$ cat config.mk
export PLATFORM = sky130hd
export DESIGN_NAME = cbw_wptr_mgr
export DESIGN_NICKNAME = d
export VERILOG_FILES = /design/src/rtl/cbw_pkg.sv /design/src/rtl/cbw_regs.sv /design/src/rtl/cbw_ptr_next.sv /design/src/rtl/cbw_sect.sv /design/src/rtl/cbw_wptr_mgr.sv
export SDC_FILE = /design/constraint.sdc
export NUM_CORES = 1
export LEC_CHECK = 0
export ABC_CLOCK_PERIOD_IN_PS = 2800
export BUFFER_PORTS_ARGS = -buffer_cell sky130_fd_sc_hd__clkbuf_2
export CAP_MARGIN = 20
export CORE_MARGIN = 2
export CORE_UTILIZATION = 28
export DETAILED_ROUTE_END_ITERATION = 10
export SYNTH_ARGS = -nofsm -noshare
export SYNTH_HDL_FRONTEND = slang
export SYNTH_SLANG_ARGS = --single-unit
export TNS_END_PERCENT = 1
$ cat constraint.sdc
create_clock -name clk_i -period 2.8 [get_ports clk_i]
set_clock_uncertainty 0.15 [all_clocks]
set_input_delay 0.28 -clock clk_i [delete_from_list [all_inputs] [get_ports clk_i]]
set_output_delay 0.28 -clock clk_i [all_outputs]
set_load 0.01 [all_outputs]
$ cat src/rtl/cbw_pkg.sv
package cbw_pkg;
  typedef enum logic [1:0] {
    SEL_START_HI = 2'd0,
    SEL_START_LO = 2'd1,
    SEL_END_HI   = 2'd2,
    SEL_RSVD     = 2'd3
  } cfg_sel_e;
endpackage

$ cat src/rtl/cbw_regs.sv
module cbw_regs
  import cbw_pkg::*;
#(
  parameter int HI_W   = 16,
  parameter int LO_W   = 5,
  parameter int FILL_W = 4,
  localparam int AW    = HI_W + LO_W
) (
  input  logic          clk_i,
  input  logic          rst_ni,
  input  logic          cfg_we_i,
  input  logic [1:0]    cfg_sel_i,
  input  logic [HI_W-1:0] cfg_wdata_i,
  output logic [AW-1:0] start_addr_o,
  output logic [AW-1:0] start_next_o,
  output logic          start_load_o,
  output logic [AW-1:0] end_addr_o
);
  logic [HI_W-1:0] start_hi_q, end_hi_q;
  logic [LO_W-1:0] start_lo_q;
  logic hi_we, lo_we, end_we;

  assign hi_we  = cfg_we_i && (cfg_sel_e'(cfg_sel_i) == SEL_START_HI);
  assign lo_we  = cfg_we_i && (cfg_sel_e'(cfg_sel_i) == SEL_START_LO);
  assign end_we = cfg_we_i && (cfg_sel_e'(cfg_sel_i) == SEL_END_HI);

  always_ff @(posedge clk_i or negedge rst_ni) begin
    if (!rst_ni) begin
      start_hi_q <= '0;
      start_lo_q <= '0;
      end_hi_q   <= '0;
    end else begin
      if (hi_we)  start_hi_q <= cfg_wdata_i;
      if (lo_we)  start_lo_q <= cfg_wdata_i[LO_W-1:0];
      if (end_we) end_hi_q   <= cfg_wdata_i;
    end
  end

  assign start_addr_o = {start_hi_q, start_lo_q};
  // composed value the pointers take on the same edge as the field update
  assign start_next_o = hi_we ? {cfg_wdata_i, start_lo_q}
                              : {start_hi_q, cfg_wdata_i[LO_W-1:0]};
  assign start_load_o = hi_we || lo_we;
  assign end_addr_o   = AW'({end_hi_q, {FILL_W{1'b1}}});
endmodule

$ cat src/rtl/cbw_ptr_next.sv
module cbw_ptr_next #(
  parameter int AW          = 21,
  parameter bit ROLLBACK_EN = 1'b1
) (
  input  logic [AW-1:0] wr_ptr_i,
  input  logic [AW-1:0] last_ptr_i,
  input  logic [AW-1:0] start_addr_i,
  input  logic [AW-1:0] start_next_i,
  input  logic [AW-1:0] end_addr_i,
  input  logic          start_load_i,
  input  logic          store_i,
  input  logic          sec_err_i,
  output logic [AW-1:0] wr_nxt_o,
  output logic          rollback_o
);
  logic at_end;

  assign at_end     = (wr_ptr_i == end_addr_i);
  assign rollback_o = ROLLBACK_EN && sec_err_i && !start_load_i;

  always_comb begin
    wr_nxt_o = wr_ptr_i;
    if (start_load_i)     wr_nxt_o = start_next_i;
    else if (rollback_o)  wr_nxt_o = last_ptr_i;
    else if (store_i)     wr_nxt_o = at_end ? start_addr_i : wr_ptr_i + AW'(1);
  end
endmodule

$ cat src/rtl/cbw_sect.sv
module cbw_sect #(
  parameter int AW          = 21,
  parameter bit ROLLBACK_EN = 1'b1
) (
  input  logic          clk_i,
  input  logic          rst_ni,
  input  logic          start_load_i,
  input  logic [AW-1:0] start_next_i,
  input  logic          rollback_i,
  input  logic          sec_done_i,
  input  logic [AW-1:0] wr_nxt_i,
  output logic [AW-1:0] last_ptr_o
);
  if (ROLLBACK_EN) begin : g_rb
    logic [AW-1:0] last_q;
    always_ff @(posedge clk_i or negedge rst_ni) begin
      if (!rst_ni)                        last_q <= '0;
      else if (start_load_i)              last_q <= start_next_i;
      else if (sec_done_i && !rollback_i) last_q <= wr_nxt_i;
    end
    assign last_ptr_o = last_q;
  end else begin : g_no_rb
    logic unused;
    assign unused     = ^{clk_i, rst_ni, start_load_i, start_next_i,
                          rollback_i, sec_done_i, wr_nxt_i};
    assign last_ptr_o = '0;
  end
endmodule

$ cat src/rtl/cbw_wptr_mgr.sv
module cbw_wptr_mgr #(
  parameter int HI_W        = 16,
  parameter int LO_W        = 5,
  parameter int FILL_W      = 4,
  parameter bit ROLLBACK_EN = 1'b1,
  localparam int AW         = HI_W + LO_W
) (
  input  logic            clk_i,
  input  logic            rst_ni,
  input  logic            cfg_we_i,
  input  logic [1:0]      cfg_sel_i,
  input  logic [HI_W-1:0] cfg_wdata_i,
  input  logic            store_i,
  input  logic            sec_done_i,
  input  logic            sec_err_i,
  output logic [AW-1:0]   wr_ptr_o,
  output logic [AW-1:0]   last_ptr_o
);
  logic [AW-1:0] start_addr, start_next, end_addr, wr_nxt, wr_q;
  logic          start_load, rollback;

  cbw_regs #(.HI_W(HI_W), .LO_W(LO_W), .FILL_W(FILL_W)) u_regs (
    .clk_i        (clk_i),
    .rst_ni       (rst_ni),
    .cfg_we_i     (cfg_we_i),
    .cfg_sel_i    (cfg_sel_i),
    .cfg_wdata_i  (cfg_wdata_i),
    .start_addr_o (start_addr),
    .start_next_o (start_next),
    .start_load_o (start_load),
    .end_addr_o   (end_addr)
  );

  cbw_ptr_next #(.AW(AW), .ROLLBACK_EN(ROLLBACK_EN)) u_next (
    .wr_ptr_i     (wr_q),
    .last_ptr_i   (last_ptr_o),
    .start_addr_i (start_addr),
    .start_next_i (start_next),
    .end_addr_i   (end_addr),
    .start_load_i (start_load),
    .store_i      (store_i),
    .sec_err_i    (sec_err_i),
    .wr_nxt_o     (wr_nxt),
    .rollback_o   (rollback)
  );

  cbw_sect #(.AW(AW), .ROLLBACK_EN(ROLLBACK_EN)) u_sect (
    .clk_i        (clk_i),
    .rst_ni       (rst_ni),
    .start_load_i (start_load),
    .start_next_i (start_next),
    .rollback_i   (rollback),
    .sec_done_i   (sec_done_i),
    .wr_nxt_i     (wr_nxt),
    .last_ptr_o   (last_ptr_o)
  );

  always_ff @(posedge clk_i or negedge rst_ni) begin
    if (!rst_ni) wr_q <= '0;
    else         wr_q <= wr_nxt;
  end

  assign wr_ptr_o = wr_q;
endmodule

==> metrics.txt <==
compound-cell area share of the yosys netlist=19.11%; Slew Viols, Final=0; Clk network pwr share=28.5%; Syn Area/Cell=10.06 sq um; DRT iter0 DRCs=462; CP endpoint kind=register; Clock transition at path regs=0.06 ns; met2 Track Usage GR=27.40%; CP max stage delay=0.41 ns; status=complete, no violations; routed wire length=15510 microns; normalized max-slew margin=37.04%; Pre-Repair DR Iteration Count=5; met3 Usage GRT=3.781%; asr flop ratio synth=100.0%; Initial Utilization=28.64%; synth unique cells=64; P per Cell Area=684.4 nW/um^2; Seq pwr share=43.2%; Max Cap Viol=0; GRT Total Usage=18.00%; Leakage=2.347 nW; Final Cycle Share=92.34%; Die Width=131.5 microns; Post-Syn Area=4549 sq um; Core Area=15890 sq um; worst-path cell chain=ha_1, and3_1, nand4_2, nor3_4, buf_4, nand3_1, o311ai_0, a22oi_1; grt ovf=0; R2R depth=8; synthesized flop and latch total=79; yosys warns=0; Simple-Gate Fraction of Synth Area=17.00%; Final Non-Filler Cells=747; grt met1 use=24.24%; H-tree lvl count=3; Clock Latency Late Sink=0.35 ns; die area=17280 sq um; routability cong.=0.9030; area share of fa/ha/maj cells after synthesis=0.2750%; Comb pwr share=28.3%; unrepaired setup endpoints after global routing=no; first-pass GRT wire length=24180 microns; worst hold path cell count=2; FF-to-FF End=wr_ptr_o[18]; Pint=0.002467 W; Buffers on Ports=65; Post-synth top flop=dfrtp_1; area grow syn2layout=20.90%; commonest non-fill, non-tap cell in the layout=dfrtp_1; WP data arrival=2.61 ns; register area share after synthesis=43.45%; Synth Instances=452; EDFF count, synth=0; clock sinks=79; final setup fails=0; top cell type's share of synthesized area=43.45%; IO Pins=66; GR peak layer=met2; fill cell count=1661; WS Path Type=reg2reg; maximum fanout along the worst path=16; CTS root buf=clkbuf_16; Routed WL per cell=20.76 microns; worst slew pin tran=0.9410 ns; HPWL Detailed=11320 microns; syn nets=477; setup slack, reg-to-reg=0.21 ns; reg2reg start=wr_ptr_o[1]; hold path start=cfg_wdata_i[13]; pin count of the biggest net entering global routing=80; Worst EP required=2.82 ns; Vias/cell=5.576; Final ANT Viol Nets=0; CTS tree=built; maximum VDD drop=0.2923 mV; Post-Synth XOR/XNOR Area=4.620%; Post-CTS Resized=0; Area contributors post-synth=dfrtp_1 (43%), mux2_2 (9.7%), xnor2_1 (4.0%), a21oi_1 (2.9%), nor2_1 (2.8%); cell row count=46; CP max stage cell=dfrtp_1; Psw=0.001297 W; final net count=552; CP startpoint kind=register; DIE HEIGHT=131.5 microns; hold_buf cts=0; number of buffers created by CTS=9; layout cells sized above 1=31.26%; max frequency=0.3868 GHz; diodes inserted=0; post-CTS setup buffers=0; most frequent cells in the layout=dfrtp_1 (79), clkbuf_2 (64), mux2_2 (39); mux cell area share after synthesis=11.85%; switch share=34.45%; final hold violations=0; worst hold path type=in2reg; vias in the first global route=4122; total negative slack=0 ns; clock period minus worst slack=2.585 ns; drc violations=0; worst hold endpoint=u_regs.end_hi_q[13]; antenna violations before repair=0; Placed Cells=730; largest family of logic cells by synthesized area=compound AO/OA/AOI/OAI gates; routed vias=4165; Max clock buf depth=2; largest area contributor in the netlist=dfrtp_1
## how the worst max path moves through the flow
stage | cells after the start | to | from | slack, ns
CTS | 8 | u_sect.last_ptr_o[11] | wr_ptr_o[1] | 0.27
finish | 8 | wr_ptr_o[18] | wr_ptr_o[1] | 0.21
global route | 8 | wr_ptr_o[19] | wr_ptr_o[1] | 0.02
detailed placement | 8 | wr_ptr_o[18] | wr_ptr_o[1] | 0.29
floorplan | 8 | u_sect.last_ptr_o[16] | wr_ptr_o[0] | 0.43
global placement | 8 | wr_ptr_o[19] | wr_ptr_o[1] | 0.36
## flip-flops by register name, indices dropped and copies added, names as in the netlist
| signal | flops |
|---|---|
| u_sect.last_ptr_o | 21 |
| wr_ptr_o | 21 |
| u_regs.end_hi_q | 16 |
| u_regs.start_hi_q | 16 |
| u_regs.start_lo_q | 5 |
## worst max-delay path, delay by kind of cell (launching register included)
family,cells,cell delay [ns]
DFF,1,0.41
AOI/OAI and AO/OA,2,0.49
and+or+nand+nor,4,0.88
adders and majority gates,1,0.23
buffers and inverters,1,0.25
## layer usage
| metal | up-vias | wire (microns) | share of wire, % |
|---|---|---|---|
| li1 | 1860 | - | - |
| met1 | 2063 | 6755 | 44 |
| met2 | 194 | 6866 | 44 |
| met3 | 48 | 1205 | 7.8 |
| met4 | 0 | 682 | 4.4 |
| met5 | - | 0 | 0 |
## cells in the mapped netlist (4+ instances only)
cell	n
dfrtp_1	79
mux2i_1	10
a311oi_1	7
or3_1	5
nor3_1	5
nor2_1	34
nand4_1	9
a22oi_1	4
o32ai_1	8
a21oi_1	26
nor2b_1	5
a31o_2	5
nand2_1	30
o21ai_0	16
and3_1	10
a31oi_1	5
nand3_1	18
inv_1	7
o311ai_0	6
buf_2	7
and2_1	7
clkbuf_1	17
xnor2_1	21
o31ai_1	5
mux2_2	39
a211oi_1	6
## cell type report
cell class	instances	area, sq um	area share, %
clock inverter	1	5.005	0.09099
timing repair buffer	94	560.5	10.19
sequential	79	1977	35.94
clock buffer	14	254.0	4.618
tap	216	270.3	4.914
multi-input combinational	336	2407	43.77
inverter	7	26.28	0.4777
## power groups by stage
stage	clock network [W]	registers (W)	logic, W
after floorplan	0	0.00160	0.000631
after global placement	0	0.00163	0.00104
after detailed placement	0	0.00164	0.00106
after CTS	0.00109	0.00162	0.00106
after global routing	0.00113	0.00166	0.00116
final	0.00107	0.00163	0.00106
## cell families after synthesis
family	count (synthesis)
and+or+nand+nor	145
AOI/OAI and AO/OA	117
DFF	79
muxes	49
buffers and inverters	37
xor gates and xnor gates	24
adders and majority gates	1
## stage by stage
stage | util, % | power (W) | setup WS (ns) | hold WS [ns] | cell area, sq um
2_1_floorplan | - | 0.002234 | 0.4321 | -0.1656 | 4549
3_3_place_gp | 32.81 | 0.002670 | 0.3578 | 0.3609 | 5211
3_5_place_dp | 32.81 | 0.002696 | 0.2869 | 0.3649 | 5211
4_1_cts | 34.44 | 0.003771 | 0.2676 | 0.01102 | 5470
5_1_grt | 34.63 | 0.003956 | 0.02033 | 0.03517 | 5500
6_report | 34.63 | 0.003764 | 0.2145 | 0.03592 | 5500
Note: power is estimated with default switching activity, not from simulation.
